<file path="config.mk">
export PLATFORM = sky130hd
export DESIGN_NAME = tempEventGen
export DESIGN_NICKNAME = d
export VERILOG_FILES = /design/src/rtl/teg_pkg.sv /design/src/rtl/teg_trip_cell.sv /design/src/rtl/teg_datapath.sv /design/src/rtl/teg_control.sv /design/src/rtl/tempEventGen.sv
export SDC_FILE = /design/constraint.sdc
export NUM_CORES = 1
export LEC_CHECK = 0
export BUFFER_PORTS_ARGS = -buffer_cell sky130_fd_sc_hd__clkbuf_2
export CELL_PAD_IN_SITES_DETAIL_PLACEMENT = 0
export CELL_PAD_IN_SITES_GLOBAL_PLACEMENT = 1
export CORE_MARGIN = 2
export CORE_UTILIZATION = 31
export CTS_CLUSTER_DIAMETER = 150
export DETAILED_ROUTE_END_ITERATION = 12
export GPL_TIMING_DRIVEN = 0
export PLACE_DENSITY = 0.67
export RECOVER_POWER = 100
export SLEW_MARGIN = 30
export SYNTH_ARGS = -nofsm -noshare
export SYNTH_HDL_FRONTEND = slang
export SYNTH_SLANG_ARGS = --single-unit
</file>
<file path="constraint.sdc">
create_clock -name clk -period 2.4 [get_ports clk]
set_input_delay 0.12 -clock clk [delete_from_list [all_inputs] [get_ports clk]]
set_output_delay 0.12 -clock clk [all_outputs]
set_load 0.02 [all_outputs]
</file>
<file path="src/rtl/teg_pkg.sv">
package teg_pkg;
  localparam int TEMP_W    = 13;
  localparam int HYST_W    = 2;
  localparam int HYST_BASE = 24;   // 1.5 degC in 1/16 degC units
  localparam int ZONES     = 3;
  localparam int IDX_LOW   = 0;
  localparam int IDX_HIGH  = 1;
  localparam int IDX_CRIT  = 2;

  typedef struct packed {
    logic capture;   // load the held sample
    logic evaluate;  // refresh the status bits
  } tegStrobe_t;

  typedef struct packed {
    logic crit;
    logic high;
    logic low;
  } tegZone_t;
endpackage

</file>
<file path="src/rtl/teg_trip_cell.sv">
module teg_trip_cell #(
  parameter int CW    = 14,
  parameter bit ABOVE = 1'b1
) (
  input  logic signed [CW-1:0] tempExt,
  input  logic signed [CW-1:0] limExt,
  input  logic signed [CW-1:0] hystOff,
  input  logic                 curState,
  output logic                 nextState
);
  logic signed [CW-1:0] lowered;
  logic setCond;
  logic relCond;

  assign lowered = limExt - hystOff;

  generate
    if (ABOVE) begin : g_above
      assign setCond = tempExt > limExt;
      assign relCond = tempExt <= lowered;
    end else begin : g_below
      assign setCond = tempExt < lowered;
      assign relCond = tempExt >= limExt;
    end
  endgenerate

  always_comb begin
    if (setCond)      nextState = 1'b1;
    else if (relCond) nextState = 1'b0;
    else              nextState = curState;
  end
endmodule

</file>
<file path="src/rtl/teg_datapath.sv">
module teg_datapath
  import teg_pkg::*;
#(
  parameter int TW = TEMP_W
) (
  input  logic              clk,
  input  logic              rstN,
  input  tegStrobe_t        stb,
  input  logic [TW-1:0]     sampleIn,
  input  logic [TW-1:0]     highLimit,
  input  logic [TW-1:0]     lowLimit,
  input  logic [TW-1:0]     critLimit,
  input  logic [HYST_W-1:0] hystSel,
  output tegZone_t          zoneNow,
  output tegZone_t          zoneNext
);
  localparam int CW = TW + 1;

  logic [TW-1:0]        tempHeld;
  logic [TW-1:0]        tempSel;
  logic signed [CW-1:0] tempExt;
  logic signed [CW-1:0] hystOff;
  logic signed [CW-1:0] limExt [ZONES];
  logic [ZONES-1:0]     curBits;
  logic [ZONES-1:0]     nxtBits;

  assign tempSel = stb.capture ? sampleIn : tempHeld;
  assign tempExt = {tempSel[TW-1], tempSel};

  assign limExt[IDX_LOW]  = {lowLimit[TW-1], lowLimit};
  assign limExt[IDX_HIGH] = {highLimit[TW-1], highLimit};
  assign limExt[IDX_CRIT] = {critLimit[TW-1], critLimit};

  always_comb begin
    hystOff = '0;
    if (hystSel != '0) hystOff = $signed(CW'(HYST_BASE << (hystSel - 1'b1)));
  end

  assign curBits  = zoneNow;
  assign zoneNext = tegZone_t'(nxtBits);

  generate
    for (genvar g = 0; g < ZONES; g++) begin : g_cell
      teg_trip_cell #(
        .CW   (CW),
        .ABOVE(g != IDX_LOW)
      ) u_cell (
        .tempExt  (tempExt),
        .limExt   (limExt[g]),
        .hystOff  (hystOff),
        .curState (curBits[g]),
        .nextState(nxtBits[g])
      );
    end
  endgenerate

  always_ff @(posedge clk or negedge rstN) begin
    if (!rstN) begin
      tempHeld <= '0;
      zoneNow  <= '0;
    end else begin
      if (stb.capture)  tempHeld <= sampleIn;
      if (stb.evaluate) zoneNow  <= zoneNext;
    end
  end

  AST_EVAL_ONLY: assert property (@(posedge clk) disable iff (!rstN)
    !stb.evaluate |=> $stable(zoneNow));
  AST_HIGH_SET: assert property (@(posedge clk) disable iff (!rstN)
    stb.evaluate && (tempExt > limExt[IDX_HIGH]) |=> zoneNow.high);
  AST_LOW_SET: assert property (@(posedge clk) disable iff (!rstN)
    stb.evaluate && (tempExt < (limExt[IDX_LOW] - hystOff)) |=> zoneNow.low);
  AST_CRIT_REL: assert property (@(posedge clk) disable iff (!rstN)
    stb.evaluate && (tempExt <= (limExt[IDX_CRIT] - hystOff)) |=> !zoneNow.crit);
endmodule

</file>
<file path="src/rtl/teg_control.sv">
module teg_control
  import teg_pkg::*;
(
  input  logic       clk,
  input  logic       rstN,
  input  logic       sampleValid,
  input  logic       limitWr,
  input  logic       shutdown,
  input  logic       latchMode,
  input  logic       critOnly,
  input  logic       clearReq,
  input  logic       eventEnable,
  input  logic       activeHigh,
  input  tegZone_t   zoneNow,
  input  tegZone_t   zoneNext,
  output tegStrobe_t stb,
  output logic       eventStatus,
  output logic       pinPullDown
);
  logic intMode;
  logic winCur;
  logic winNxt;
  logic crossing;
  logic critRel;
  logic clrOk;
  logic latchQ;
  logic latchN;
  logic pendQ;
  logic pendN;
  logic asserted;

  assign stb.capture  = sampleValid & ~shutdown;
  assign stb.evaluate = (sampleValid | limitWr) & ~shutdown;

  assign intMode  = latchMode & ~critOnly;
  assign winCur   = zoneNow.high | zoneNow.low;
  assign winNxt   = zoneNext.high | zoneNext.low;
  assign crossing = stb.evaluate & (winCur != winNxt);
  assign critRel  = stb.evaluate & zoneNow.crit & ~zoneNext.crit;
  assign clrOk    = clearReq & ~shutdown;

  always_comb begin
    latchN = 1'b0;
    pendN  = 1'b0;
    if (intMode) begin
      latchN = latchQ | crossing;
      pendN  = pendQ;
      if (pendQ && critRel) begin
        latchN = crossing;
        pendN  = 1'b0;
      end
      if (clrOk) begin
        if (zoneNow.crit) pendN  = 1'b1;
        else              latchN = crossing;
      end
    end
  end

  always_ff @(posedge clk or negedge rstN) begin
    if (!rstN) begin
      latchQ <= 1'b0;
      pendQ  <= 1'b0;
    end else begin
      latchQ <= latchN;
      pendQ  <= pendN;
    end
  end

  always_comb begin
    if (critOnly)     asserted = zoneNow.crit;
    else if (intMode) asserted = latchQ | zoneNow.crit;
    else              asserted = winCur | zoneNow.crit;
  end

  assign eventStatus = eventEnable & asserted;
  assign pinPullDown = eventStatus ^ activeHigh;

  AST_CRIT_HOLD: assert property (@(posedge clk) disable iff (!rstN)
    intMode && zoneNow.crit |-> asserted);
  AST_PEND_CRIT: assert property (@(posedge clk) disable iff (!rstN)
    $rose(pendQ) |-> $past(zoneNow.crit));
  AST_COMP_CLEAR: assert property (@(posedge clk) disable iff (!rstN)
    !latchMode && !critOnly && clearReq && !stb.evaluate |=> $stable(winCur));
  AST_SHDN_FREEZE: assert property (@(posedge clk) disable iff (!rstN)
    shutdown && intMode |=> $stable(latchQ));
  AST_CRITONLY_NOLATCH: assert property (@(posedge clk) disable iff (!rstN)
    critOnly |=> !latchQ && !pendQ);
endmodule

</file>
<file path="src/rtl/tempEventGen.sv">
module tempEventGen
  import teg_pkg::*;
#(
  parameter int TW = TEMP_W
) (
  input  logic              clk,
  input  logic              rstN,
  input  logic              sampleValid,
  input  logic [TW-1:0]     sampleIn,
  input  logic [TW-1:0]     highLimit,
  input  logic [TW-1:0]     lowLimit,
  input  logic [TW-1:0]     critLimit,
  input  logic              limitWr,
  input  logic [HYST_W-1:0] hystSel,
  input  logic              latchMode,
  input  logic              critOnly,
  input  logic              activeHigh,
  input  logic              eventEnable,
  input  logic              clearReq,
  input  logic              shutdown,
  output logic              tripCrit,
  output logic              tripHigh,
  output logic              tripLow,
  output logic              eventStatus,
  output logic              pinPullDown
);
  tegStrobe_t stb;
  tegZone_t   zoneNow;
  tegZone_t   zoneNext;

  teg_control ctrl_i (
    .clk        (clk),
    .rstN       (rstN),
    .sampleValid(sampleValid),
    .limitWr    (limitWr),
    .shutdown   (shutdown),
    .latchMode  (latchMode),
    .critOnly   (critOnly),
    .clearReq   (clearReq),
    .eventEnable(eventEnable),
    .activeHigh (activeHigh),
    .zoneNow    (zoneNow),
    .zoneNext   (zoneNext),
    .stb        (stb),
    .eventStatus(eventStatus),
    .pinPullDown(pinPullDown)
  );

  teg_datapath #(.TW(TW)) dp_i (
    .clk      (clk),
    .rstN     (rstN),
    .stb      (stb),
    .sampleIn (sampleIn),
    .highLimit(highLimit),
    .lowLimit (lowLimit),
    .critLimit(critLimit),
    .hystSel  (hystSel),
    .zoneNow  (zoneNow),
    .zoneNext (zoneNext)
  );

  assign tripCrit = zoneNow.crit;
  assign tripHigh = zoneNow.high;
  assign tripLow  = zoneNow.low;

  AST_PIN_DISABLED: assert property (@(posedge clk) disable iff (!rstN)
    !eventEnable |-> (pinPullDown == activeHigh) && !eventStatus);
  AST_SHDN_TRIPS: assert property (@(posedge clk) disable iff (!rstN)
    shutdown |=> $stable({tripCrit, tripHigh, tripLow}));
endmodule

</file>
## Word-level counts from Yosys, hierarchy flattened

Cells that the tools add are included.

- Add/subtract/negate cells: 4
- Magnitude comparators: 6
- Equal/unequal tests: 1
- Shifts and indexed selects: 1
- Multiplexer cells: 18
- Bitwise logic cells: 18
- Reductions and logical operators: 2

Operator list:

| cell | count |
|---|---|
| subtractor 13 x 14 -> 14 bit | 3 |
| <= comparator 13 x 14 -> 1 bit | 2 |
| > comparator 13 bit | 2 |
| two-way mux 1 bit | 16 |
| less-than comparator 13 x 14 -> 1 bit | 1 |
| two-way mux 14 bit | 1 |
| << shifter 5 x 2 -> 14 bit (first input constant) | 1 |
| >= comparator 13 bit | 1 |
| two-way mux 13 bit | 1 |
| bitwise AND 1 bit | 8 |
| bitwise OR 1 bit | 6 |
| NOT 1 bit | 3 |
| nonzero test 2 bit | 1 |
| subtractor 2 x 1 -> 2 bit (second input constant) | 1 |
| logical AND 1 bit | 1 |
| != test 1 bit | 1 |
| bitwise XOR 1 bit | 1 |

- Flip-flop bits (word level): 18
- Bits of input ports: 64
- Logic and storage cells: 56

## Depth between registers and ports, before layout

Gate-level depths: netlist of the first run.

- Depth after elaboration: 15
- Depth in mapped cells: 21

## Hierarchy

Synthesis of the first run repeated with hierarchy kept, for this count alone.

- Cells, all modules: 617
- Area, all modules: 4928.5 um^2

Modules (own cells, without submodules):

| module | instances | cells each | area an instance (um^2) |
|---|---|---|---|
| teg_trip_cell at dp_i.g_cell[1].u_cell | 1 | 188 | 1386.3 |
| teg_trip_cell at dp_i.g_cell[0].u_cell | 1 | 184 | 1347.5 |
| teg_trip_cell at dp_i.g_cell[2].u_cell | 1 | 178 | 1310.0 |
| teg_datapath | 1 | 41 | 690.7 |
| teg_control | 1 | 26 | 193.9 |

## Worst setup path after synthesis of the first run

No wires, ideal clock.

- Path type: in2reg
- Start point: input hystSel[1]
- End point: register ctrl_i.latchQ
- Library setup time: 0.121 ns
- Arrival time: 3.650 ns
- Data required time: 2.279 ns
- Path slack: -1.371 ns
- Stages on the path: 20
- Path buffers: 0
- Cell sequence: inv_1 -> ha_1 -> xor2_1 -> nand2b_1 -> ha_1 -> o21a_1 -> o21ai_1 -> nand2b_1 -> or3_1 -> nor3_1 -> a21oi_1 -> ha_1 -> nand4_1 -> nor2_1 -> a221oi_1 -> nand2_1 -> mux2_2 -> a211oi_2 -> a31oi_1 -> a32o_2

- Longest elaborated chain between the ends: 15

Ends and longest elaborated chain:

| element | RTL line | text |
|---|---|---|
| start, declared | tempEventGen.sv:14 | `input logic [HYST_W-1:0] hystSel,` |
| subtractor 2 x 1 -> 2 bit | teg_datapath.sv:36 | `if (hystSel != '0) hystOff = $signed(CW'(HYST_BASE << (hystSel - 1'b1)));` |
| << shifter 5 x 2 -> 14 bit | teg_datapath.sv:36 |  |
| two-way mux 14 bit (*) | teg_datapath.sv:36 |  |
| subtractor 13 x 14 -> 14 bit | teg_trip_cell.sv:15 | `assign lowered = limExt - hystOff;` |
| <= comparator 13 x 14 -> 1 bit | teg_trip_cell.sv:20 | `assign relCond = tempExt <= lowered;` |
| two-way mux 1 bit | teg_trip_cell.sv:29 | `else if (relCond) nextState = 1'b0;` |
| two-way mux 1 bit | teg_trip_cell.sv:28 | `if (setCond) nextState = 1'b1;` |
| bitwise OR 1 bit | teg_control.sv:37 | `assign winNxt = zoneNext.high \| zoneNext.low;` |
| != test 1 bit | teg_control.sv:38 | `assign crossing = stb.evaluate & (winCur != winNxt);` |
| bitwise AND 1 bit | teg_control.sv:38 |  |
| bitwise OR 1 bit | teg_control.sv:46 | `latchN = latchQ \| crossing;` |
| two-way mux 1 bit | teg_control.sv:48 | `if (pendQ && critRel) begin` |
| two-way mux 1 bit | teg_control.sv:53 | `if (zoneNow.crit) pendN = 1'b1;` |
| two-way mux 1 bit (*) | teg_control.sv:52 | `if (clrOk) begin` |
| two-way mux 1 bit (*) | teg_control.sv:45 | `if (intMode) begin` |
| net ctrl_i.latchN | teg_control.sv:27 | `logic latchN;` |
| end signal, assigned | teg_control.sv:64 | `latchQ <= latchN;` |
| end, declared | teg_control.sv:26 | `logic latchQ;` |

Mark *: on every way through the listed nets, which the timed path passes. The rest lies on a longest branch.
A chain may end at the register's enable or synchronous reset.

## Worst setup path after layout of the first run

Same ends and word-level chain as after synthesis.

==> metrics, run 1 <==
Core Footprint 10300 µm²; FF/Latch Area 450 µm²; row count 37; Setup crit start hystSel[1]; Detail Placement HPWL 7510 µm; total CTS buffers 3; clock slew seen by the registers of the worst setup and hold paths 0.06 ns; WP data required 2.54 ns; critical hold path startpoint clearReq; Total GRT Usage 0.159; Ports 69; post-route worst setup slack -1.35 ns; reported leakage power 2.25 nW; failing checks negative setup slack; Max Cap Viol 0; Max transition margin 0.366; 1st-pass router iterations 4; register area share after synthesis 0.138; Comb pwr share 0.692; FFs w/ async S/R, synth 1.00; routability cong. 0.829; largest net degree at the start of global routing 19; DR vias/cell 4.96; Worst Hold Class in -> reg; Least-Margin Pin Slew 0.951 ns; top sig layer met4; Fill cells 1065; met3 routed WL 473 µm; Antenna Diode Count 0; fin crit share 1.56; clk_skew 0.000894 ns; Die Footprint 11400 µm²; final wirelength 9130 µm; setup slack at placement -1.89 ns; routed wl met2 4420 µm; startpoint types primary input; Cell Pwr Density 457 nW/µm²; Crit Path Max Fanout 3; final setup fails 5; Multi-input gate area 2860 µm²; Peak VDD IR 0.238 mV; post-layout util 0.427; H-tree level count 1; status complete, but fails checks; DRC Markers 0; wl on met1 4200 µm; fmax 267 MHz; Max Slew Vio Count 0; switching share of power 0.429; Critical Path AT 3.89 ns; switching power 860 µW; Die Width 107 µm; number of synthesized register bits 18; internal power 1.14 mW; Vert. Die Dim 107 µm; Detail Route Antenna Nets 0; share of layout cells above drive strength 1 0.309; Post-synth EDFFs 0; clk buf depth 2; first-pass GRT wire length 14500 µm; synthesized area 3270 µm²; Root Driver clkbuf_8; Sequential Power Share 0.190; Overflow after GRT 0; clock sinks 18; Buffers on Ports 68; top_reg_cell synth dfrtp_1; synth unique cells 51; fin crit period 3.75 ns; CTS tree yes; # nets final 653; final hold viol count 0; P&R area growth vs syn 34.1%; Initial Utilization 0.318; WS Path Type in -> reg; R2R Setup Slk -0.68 ns; clock power share 0.119; RSZ-0062 raised after global routing true; Post-Place Cell Area 3860 µm²; Routed WL per cell 14.4 µm; Design Area, Final 4390 µm²; critical path capture point type flip-flop; Synth Instances 394; Warnings, synthesis 0; starting DRC count in detailed routing 108; syn_area_per_cell 8.30 µm²; initial antenna violation count 0; vias in the first global route 3109; via total after detailed routing 3142; RR Startpoint dp_i.tempHeld[12]; clk_lat worst skew 0.24 ns
[power groups by stage]
stage / logic [mW] / registers, mW / clock network (mW)
after CTS: 1.32 / 0.380 / 0.243
after floorplan: 0.833 / 0.394 / 0
after detailed placement: 1.19 / 0.386 / 0
after global routing: 1.57 / 0.386 / 0.258
after global placement: 1.16 / 0.381 / 0
final: 1.39 / 0.381 / 0.238
[cell usage in the layout, fill, tap and decap left out, types with 8 or more instances in the layout]
master,Yosys,final
dfrtp_1,18,18
nor2_1,20,19
a21oi_1,28,21
o21a_1,8,8
inv_1,52,47
xnor2_1,18,17
clkbuf_2,0,63
nor3_1,14,8
mux2_1,0,11
ha_1,90,84
o21ai_0,10,8
buf_4,0,24
nand4_1,13,13
nand2_1,20,20
[cells in the mapped netlist, types with 3 or more instances]
cell type  instances  area (µm²)
clkbuf_1           3        11.3
a21o_1             6        45.0
ha_1              90        1130
o21ai_0           10        50.1
dfrtp_1           18         450
xnor2_1           18         158
nand3_1           10        50.1
xor2_1             3        26.3
or2_2              7        43.8
or3_1              7        43.8
mux2i_1            3        30.0
nand2b_1           6        37.5
nor3_1            14        70.1
mux2_2            13         146
a21oi_1           28         140
nand4_1           13        81.3
nand2_1           20        75.1
o21ai_1            4        20.0
a31oi_1            4        25.0
nor2_1            20        75.1
inv_1             52         195
o21a_1             8        60.1
[cell families (layout without fill, tap and decap cells)]
logic type                 Yosys count  in the layout  share of synthesized area
xor gates and xnor gates            21             21                     0.0562
muxes                               16             16                     0.0539
AOI/OAI and AO/OA                   82             82                      0.166
other                                1              3                    0.00115
buffers and inverters               56            158                     0.0643
and+or+nand+nor                    110            110                      0.176
DFF                                 18             18                      0.138
adders and majority gates           90             90                      0.344
[worst paths after layout]
path | to | cells after the start
worst min-delay path | ctrl_i.pendQ | 2
worst min register to register | ctrl_i.latchQ | 1
worst max-delay path | ctrl_i.latchQ | 21
min in group asynchronous | dp_i.tempHeld[9] | 2
max in group asynchronous | dp_i.tempHeld[5] | 2
worst max register to register | ctrl_i.latchQ | 10
[critical path: stages]
cell and delay [ns]:
clkbuf_16 0.11, inv_8 0.03, ha_4 0.26, xor2_1 0.14
nand2b_1 0.15, ha_4 0.25, o21a_1 0.13, o21ai_2 0.16
nand2b_1 0.13, or3_4 0.42, buf_6 0.13, xnor2_1 0.11
ha_1 0.32, nand4_1 0.16, nor3_1 0.08, o41a_1 0.12
or3b_1 0.36, o211a_1 0.25, nor3_2 0.15, xor2_1 0.09
a32o_2 0.22
[layout make-up]
cell class	instances	area share
Multi-Input combinational cell	322	0.653
Timing Repair Buffer	98	0.142
Sequential cell	18	0.103
Inverter	52	0.0479
Tap cell	136	0.0388
Clock buffer	4	0.0125
Buffer	4	0.00342
[what timing repair did]
item,CTS,global route
hold endpoints to repair,18,0
gates resized for setup,31,16
setup buffers,18,11
setup endpoints to repair,5,5
pin swaps,36,25
hold buffers,1,0
[per-layer routing]
layer / track usage / vias up
met5: 0 / -
met2: 0.291 / 65
met1: 0.209 / 1441
met4: 0.0167 / 0
met3: 0.0140 / 4
li1: - / 1632
[metrics by stage]
step / cells / total power [mW] / hold slack (ns) / TNS [ns]
6_report: 634 / 2.00 / 0.171 / -5.87
5_1_grt: 634 / 2.22 / 0.172 / -6.81
4_1_cts: 623 / 1.94 / 0.166 / -6.17
3_5_place_dp: 600 / 1.58 / 0.0754 / -8.34
3_3_place_gp: 600 / 1.54 / 0.0793 / -8.16
2_1_floorplan: 396 / 1.23 / -0.176 / -5.05
[flip-flops by register name, indices dropped and copies added, names as in the netlist]
signal / flops
ctrl_i.pendQ: 1
ctrl_i.latchQ: 1
dp_i.tempHeld: 13
dp_i.zoneNow: 3
Power figures use the tool's default switching activity.
==> run 2: changes to the inputs <==
--- a/config.mk
+++ b/config.mk
@@ -15,3 +15,3 @@
 export GPL_TIMING_DRIVEN = 0
-export PLACE_DENSITY = 0.67
+export PLACE_DENSITY = 0.65
 export RECOVER_POWER = 100
==> constraint.sdc (replaced) <==
create_clock -name clk -period 4.5 [get_ports clk]
set_input_delay 0.225 -clock clk [delete_from_list [all_inputs] [get_ports clk]]
set_output_delay 0.225 -clock clk [all_outputs]
set_load 0.05 [all_outputs]
==> run 2 against run 1 <==
Net effect:
- the flow now finishes without violations
- hold slack gained 0.077 ns
- global-route usage shrank 0.053 points
- critical endpoint unchanged
- largest power group unchanged
- combinational power shrank 53%
- non-clock buffer count shrank 28
- highest routed layer unchanged
==> metrics, run 2 (synthesized netlist as in run 1, its figures left out) <==
crit-path most repeated cell ha_1; Routed WL per cell 14.3 µm (-0.46%); fmax 240 MHz; setup slack at placement -0.130 ns (+1.76 ns); critical path capture point type flip-flop; row count 37 (unchanged); Vert. Die Dim 107 µm (unchanged); Detail Route Antenna Nets 0 (unchanged); Detail Placement HPWL 7580 µm (+0.94%); Critical Path AT 4.32 ns (+0.43 ns); post-route worst setup slack 0.335 ns (+1.68 ns); Reg with most FFs dp_i.tempHeld; Die Width 107 µm (unchanged); routability cong. 0.831 (+0.21%); Buf/Inv on CP 3 (unchanged); Buffers on Ports 68 (unchanged); # nets final 625 (-4.3%); Max Slew Vio Count 0 (unchanged); Worst Hold Class in -> reg; CP peak stage delay 0.38 ns (-0.04 ns); Core Footprint 10300 µm² (unchanged); most common cell after layout, fill and taps aside ha_1; Max Cap Viol 0 (unchanged); Least-Margin Pin Slew 1.04 ns (+0.0897 ns); DR vias/cell 4.99 (+0.59%); post-layout util 0.382 (-0.0448); total CTS buffers 3 (unchanged); H-tree level count 1 (unchanged); P&R area growth vs syn 20.0%; largest net degree at the start of global routing 19 (unchanged); max FFs per register 13 (unchanged); clk buf depth 2 (unchanged); commonest cells after routing, fill and taps aside 88 x ha_1, 62 x clkbuf_2, 52 x inv_1, 26 x a21oi_1; Peak VDD IR 0.102 mV (-57%); WS Path Type in -> reg; total chip power 1.00 mW (-50%); Ports 69 (unchanged); final setup fails 0 (-5); Max transition margin 0.306 (-0.0598); Die Footprint 11400 µm² (unchanged); status finished clean; final hold viol count 0 (unchanged); Antenna Diode Count 0 (unchanged); fin crit share 0.926; Total GRT Usage 0.158 (-0.000525); clock slew seen by the registers of the worst setup and hold paths 0.08 ns (+0.02 ns); clock sinks 18 (unchanged); via total after detailed routing 3021 (-3.9%); initial antenna violation count 0 (unchanged); share of layout cells above drive strength 1 0.198 (-0.111); 1st-pass router iterations 4 (unchanged); DRC Markers 0 (unchanged); Overflow after GRT 0 (unchanged); startpoint types primary input; clk_lat worst skew 0.27 ns (+0.03 ns); CP top delay family compound AO/OA/AOI/OAI gates; vias in the first global route 3171 (+2.0%); Cell Pwr Density 255 nW/µm² (-44%); Post-Place Cell Area 3790 µm² (-1.8%); CP Cell Sequence clkbuf_2 > inv_1 > ha_1 > inv_1 > ha_1 > o21a_1 > o21a_1 > o21ai_2 > nand2b_1 > or3_1 > nor3_2 > a21oi_1 > ha_1 > nand4_1 > nor2_1 > a221oi_1 > nand2_1 > mux2_2 > a211oi_4 > a31oi_1 > a32o_2; Largest regs dp_i.tempHeld (13), dp_i.zoneNow (3); Root Driver clkbuf_8; final wirelength 8690 µm (-4.9%); first-pass GRT wire length 14300 µm (-1.0%); starting DRC count in detailed routing 77 (-29%); clk_skew 0.0104 ns (+0.00956 ns); Design Area, Final 3930 µm² (-10%); reported leakage power 2.04 nW (-9.2%); fin crit period 4.17 ns; Initial Utilization 0.318 (unchanged); WP data required 4.65 ns (+2.11 ns); Crit Path Max Fanout 4 (+1); Worst path slowest cell or3_1; RSZ-0062 raised after global routing false; CTS tree yes
## run 2: cell types whose count changed in the layout (fill, tap and decap cells not counted), sizes merged
cell	delta
buf	-28
## run 2: worst paths after layout
kind | from | end | slack [ns] | depth (start not counted)
setup / recovery | hystSel[0] | ctrl_i.latchQ | 0.33 | 21
hold reg to reg | dp_i.tempHeld[2] | dp_i.tempHeld[2] | 0.55 | 1
max in group asynchronous | rstN | dp_i.tempHeld[12] | 3.22 | 2
hold / removal | clearReq | ctrl_i.pendQ | 0.25 | 2
min in group asynchronous | rstN | dp_i.zoneNow[2] | 0.65 | 2
setup reg to reg | dp_i.tempHeld[3] | ctrl_i.latchQ | 1.45 | 10
## run 2: metal layers
layer / up-vias / track usage / routed length [µm]
met2: 48 / 0.293 / 4320
met5: - / 0 / 0
met1: 1382 / 0.195 / 4000
met3: 11 / 0.0116 / 200
met4: 0 / 0.0473 / 167
li1: 1580 / - / -
## run 2: final cells by class
class,instances,area (µm²)
Fill cell,1109,6350
Multi-Input combinational cell,322,2690
Sequential cell,18,450
Timing Repair Buffer,70,350
Inverter,52,195
Tap cell,136,170
Clock buffer,4,55.1
Buffer,4,15.0
## run 2: timing repair
action / in CTS / in global routing
setup endpoints to repair: 0 / 2
resized for setup: 0 / 14
buffers inserted: 0 / 1
endpoints found under the hold margin: 18 / 0
hold buffers: 1 / 0
## run 2: metrics by stage
step,TNS [ns],instances,hold slack [ns]
detailed placement,-0.130,600,0.217
global route,0,606,0.243
global placement,-0.0495,600,0.211
CTS,0,605,0.245
finish,0,606,0.248
floorplan,0,396,-0.0706
## run 2: report_power, final
part,internal (mW),switching (mW)
clock network,0.0781,0.0678
logic,0.270,0.382
registers,0.187,0.0157
==> run 3: changes to the inputs <==
- GPL_TIMING_DRIVEN: 0 -> not set
==> run 3 against run 2 <==
Net effect:
- die area stayed put
- combinational power is 3% lower
- register-to-register slack hardly changed
- cell count is 0.83% lower
- global-route usage is 0.14 points higher
- largest power group unchanged
- largest cell class unchanged
- critical path depth is 1 higher
- core utilization is 0.84 points lower
- clock-buffer cell count stayed put
==> metrics, run 3 (synthesized netlist as in run 1, its figures left out) <==
routability cong. 0.823 (-0.93%); clock slew seen by the registers of the worst setup and hold paths 0.08 ns (about the same); Comb pwr share 0.649 (-0.003); setup_tns 0 ns (unchanged); Max transition margin 0.289 (-0.0175); clk_skew 0.00216 ns (-0.00829 ns); clock power share 0.145 (about the same); Peak VDD IR 0.0971 mV (-5.2%); Ports 69 (unchanged); critical path capture point type flip-flop; Cell Pwr Density 254 nW/µm² (-0.26%); Root Driver clkbuf_8; fin crit period 4.06 ns (-0.104 ns); max FFs per register 13 (unchanged); starting DRC count in detailed routing 80 (+3.9%); 1st-pass router iterations 4 (unchanged); Detail Placement HPWL 7740 µm (+2.0%); FF/Latch Area 450 µm² (unchanged); WP data required 4.65 ns (about the same); post-layout util 0.374 (-0.00840); row count 37 (unchanged); clock sinks 18 (unchanged); total CTS buffers 3 (unchanged); CTS tree yes; Fill cells 1099 (-0.90%); via total after detailed routing 2984 (-1.2%); switching share of power 0.463 (-0.00281); first-pass GRT wire length 14600 µm (+2.1%); initial antenna violation count 0 (unchanged); Die Width 107 µm (unchanged); startpoint types primary input; # nets final 620 (-0.80%); clk_lat worst skew 0.26 ns (about the same); commonest cells after routing, fill and taps aside 90 x ha_1, 61 x clkbuf_2, 52 x inv_1, 28 x a21oi_1; Buffers on Ports 68 (unchanged); Overflow after GRT 0 (unchanged); final setup fails 0 (unchanged); Routed WL per cell 14.6 µm (+1.5%); Sequential Power Share 0.206 (+0.003); RSZ-0062 raised after global routing false; Total GRT Usage 0.160 (+0.00145); Worst Hold Class in -> reg; Die Footprint 11400 µm² (unchanged); Antenna Diode Count 0 (unchanged); share of layout cells above drive strength 1 0.176 (-0.0215); DRC Markers 0 (unchanged); P&R area growth vs syn 17.4%; fmax 246 MHz (+2.6%); Critical Path AT 4.21 ns (-0.11 ns); H-tree level count 1 (unchanged); internal power 525 µW (-1.9%); fin crit share 0.903 (-0.0230); most common cell after layout, fill and taps aside ha_1; Core Footprint 10300 µm² (unchanged); post-route worst setup slack 0.439 ns (+0.104 ns); Max Cap Viol 0 (unchanged); Vert. Die Dim 107 µm (unchanged); Max Slew Vio Count 0 (unchanged); reported leakage power 2.02 nW (-0.93%); Reg with most FFs dp_i.tempHeld; Detail Route Antenna Nets 0 (unchanged); Largest regs dp_i.tempHeld (13), dp_i.zoneNow (3); Multi-input gate area 2630 µm² (-2.3%); clk buf depth 2 (unchanged); status finished clean; largest net degree at the start of global routing 19 (unchanged); WS Path Type in -> reg; vias in the first global route 3124 (-1.5%); DR vias/cell 4.97 (-0.40%); Initial Utilization 0.318 (unchanged); setup slack at placement 0.0616 ns (+0.192 ns); Crit Path Max Fanout 4 (unchanged); final wirelength 8750 µm (+0.70%); total chip power 977 µW (-2.5%); final hold viol count 0 (unchanged); Least-Margin Pin Slew 1.07 ns (+0.0263 ns); switching power 452 µW (-3.0%)
-- run 3: what timing repair did --
item | 4_1_cts | 5_1_grt
setup buffers | 0 | 0
hold endpoints to repair | 18 | 0
hold buffers | 1 | 0
setup endpoints to repair | 0 | 1
resized for setup | 0 | 2
-- run 3: final timing paths --
path / startpoint / to / slack, ns / cells past startpoint
hold / removal: clearReq / ctrl_i.pendQ / 0.25 / 2
min in group asynchronous: rstN / dp_i.tempHeld[5] / 0.67 / 2
max in group asynchronous: rstN / dp_i.tempHeld[10] / 3.18 / 2
hold reg to reg: ctrl_i.latchQ / ctrl_i.latchQ / 0.53 / 1
setup / recovery: hystSel[0] / ctrl_i.latchQ / 0.44 / 22
setup reg to reg: dp_i.tempHeld[12] / ctrl_i.latchQ / 1.45 / 10
-- run 3: critical path, cell delays in order --
cell,delay (ns)
clkbuf_2,0.12
inv_1,0.05
ha_1,0.32
inv_1,0.14
ha_1,0.26
o21a_1,0.14
o21a_1,0.19
o21ai_1,0.16
nand2b_1,0.13
a21oi_1,0.24
nand3_1,0.14
nor3_1,0.21
xnor2_1,0.15
ha_1,0.28
nand4_1,0.11
nor2_1,0.07
a221oi_1,0.26
nand2_1,0.08
mux2_2,0.27
a211oi_2,0.28
a31oi_1,0.12
a32o_2,0.27
-- run 3: power by group through the flow --
stage | registers [mW] | clock network, mW | logic [mW]
6_report | 0.201 | 0.141 | 0.634
5_1_grt | 0.205 | 0.150 | 0.733
4_1_cts | 0.202 | 0.145 | 0.653
3_5_place_dp | 0.205 | 0 | 0.649
3_3_place_gp | 0.204 | 0 | 0.638
2_1_floorplan | 0.227 | 0 | 0.443
-- run 3: layout make-up --
type / instances / area share
multi-input cells: 322 / 0.684
repair buffers: 69 / 0.0890
inverters: 52 / 0.0508
flip-flops and latches: 18 / 0.117
well taps: 136 / 0.0443
clock buffers: 4 / 0.0143
-- run 3: through the flow --
| stage | hold slack, ns | instances | cell area, µm² |
|---|---|---|---|
| after global routing | 0.247 | 601 | 3840 |
| after floorplan | -0.0706 | 396 | 3280 |
| after detailed placement | 0.218 | 596 | 3770 |
| after global placement | 0.212 | 596 | 3770 |
| after CTS | 0.241 | 601 | 3840 |
| final | 0.248 | 601 | 3840 |
-- run 3: per-layer routing --
metal,GRT usage,part of all wire
met2,0.293,0.49
met4,0.0427,0.019
met5,0,0
met3,0.0109,0.025
met1,0.201,0.46
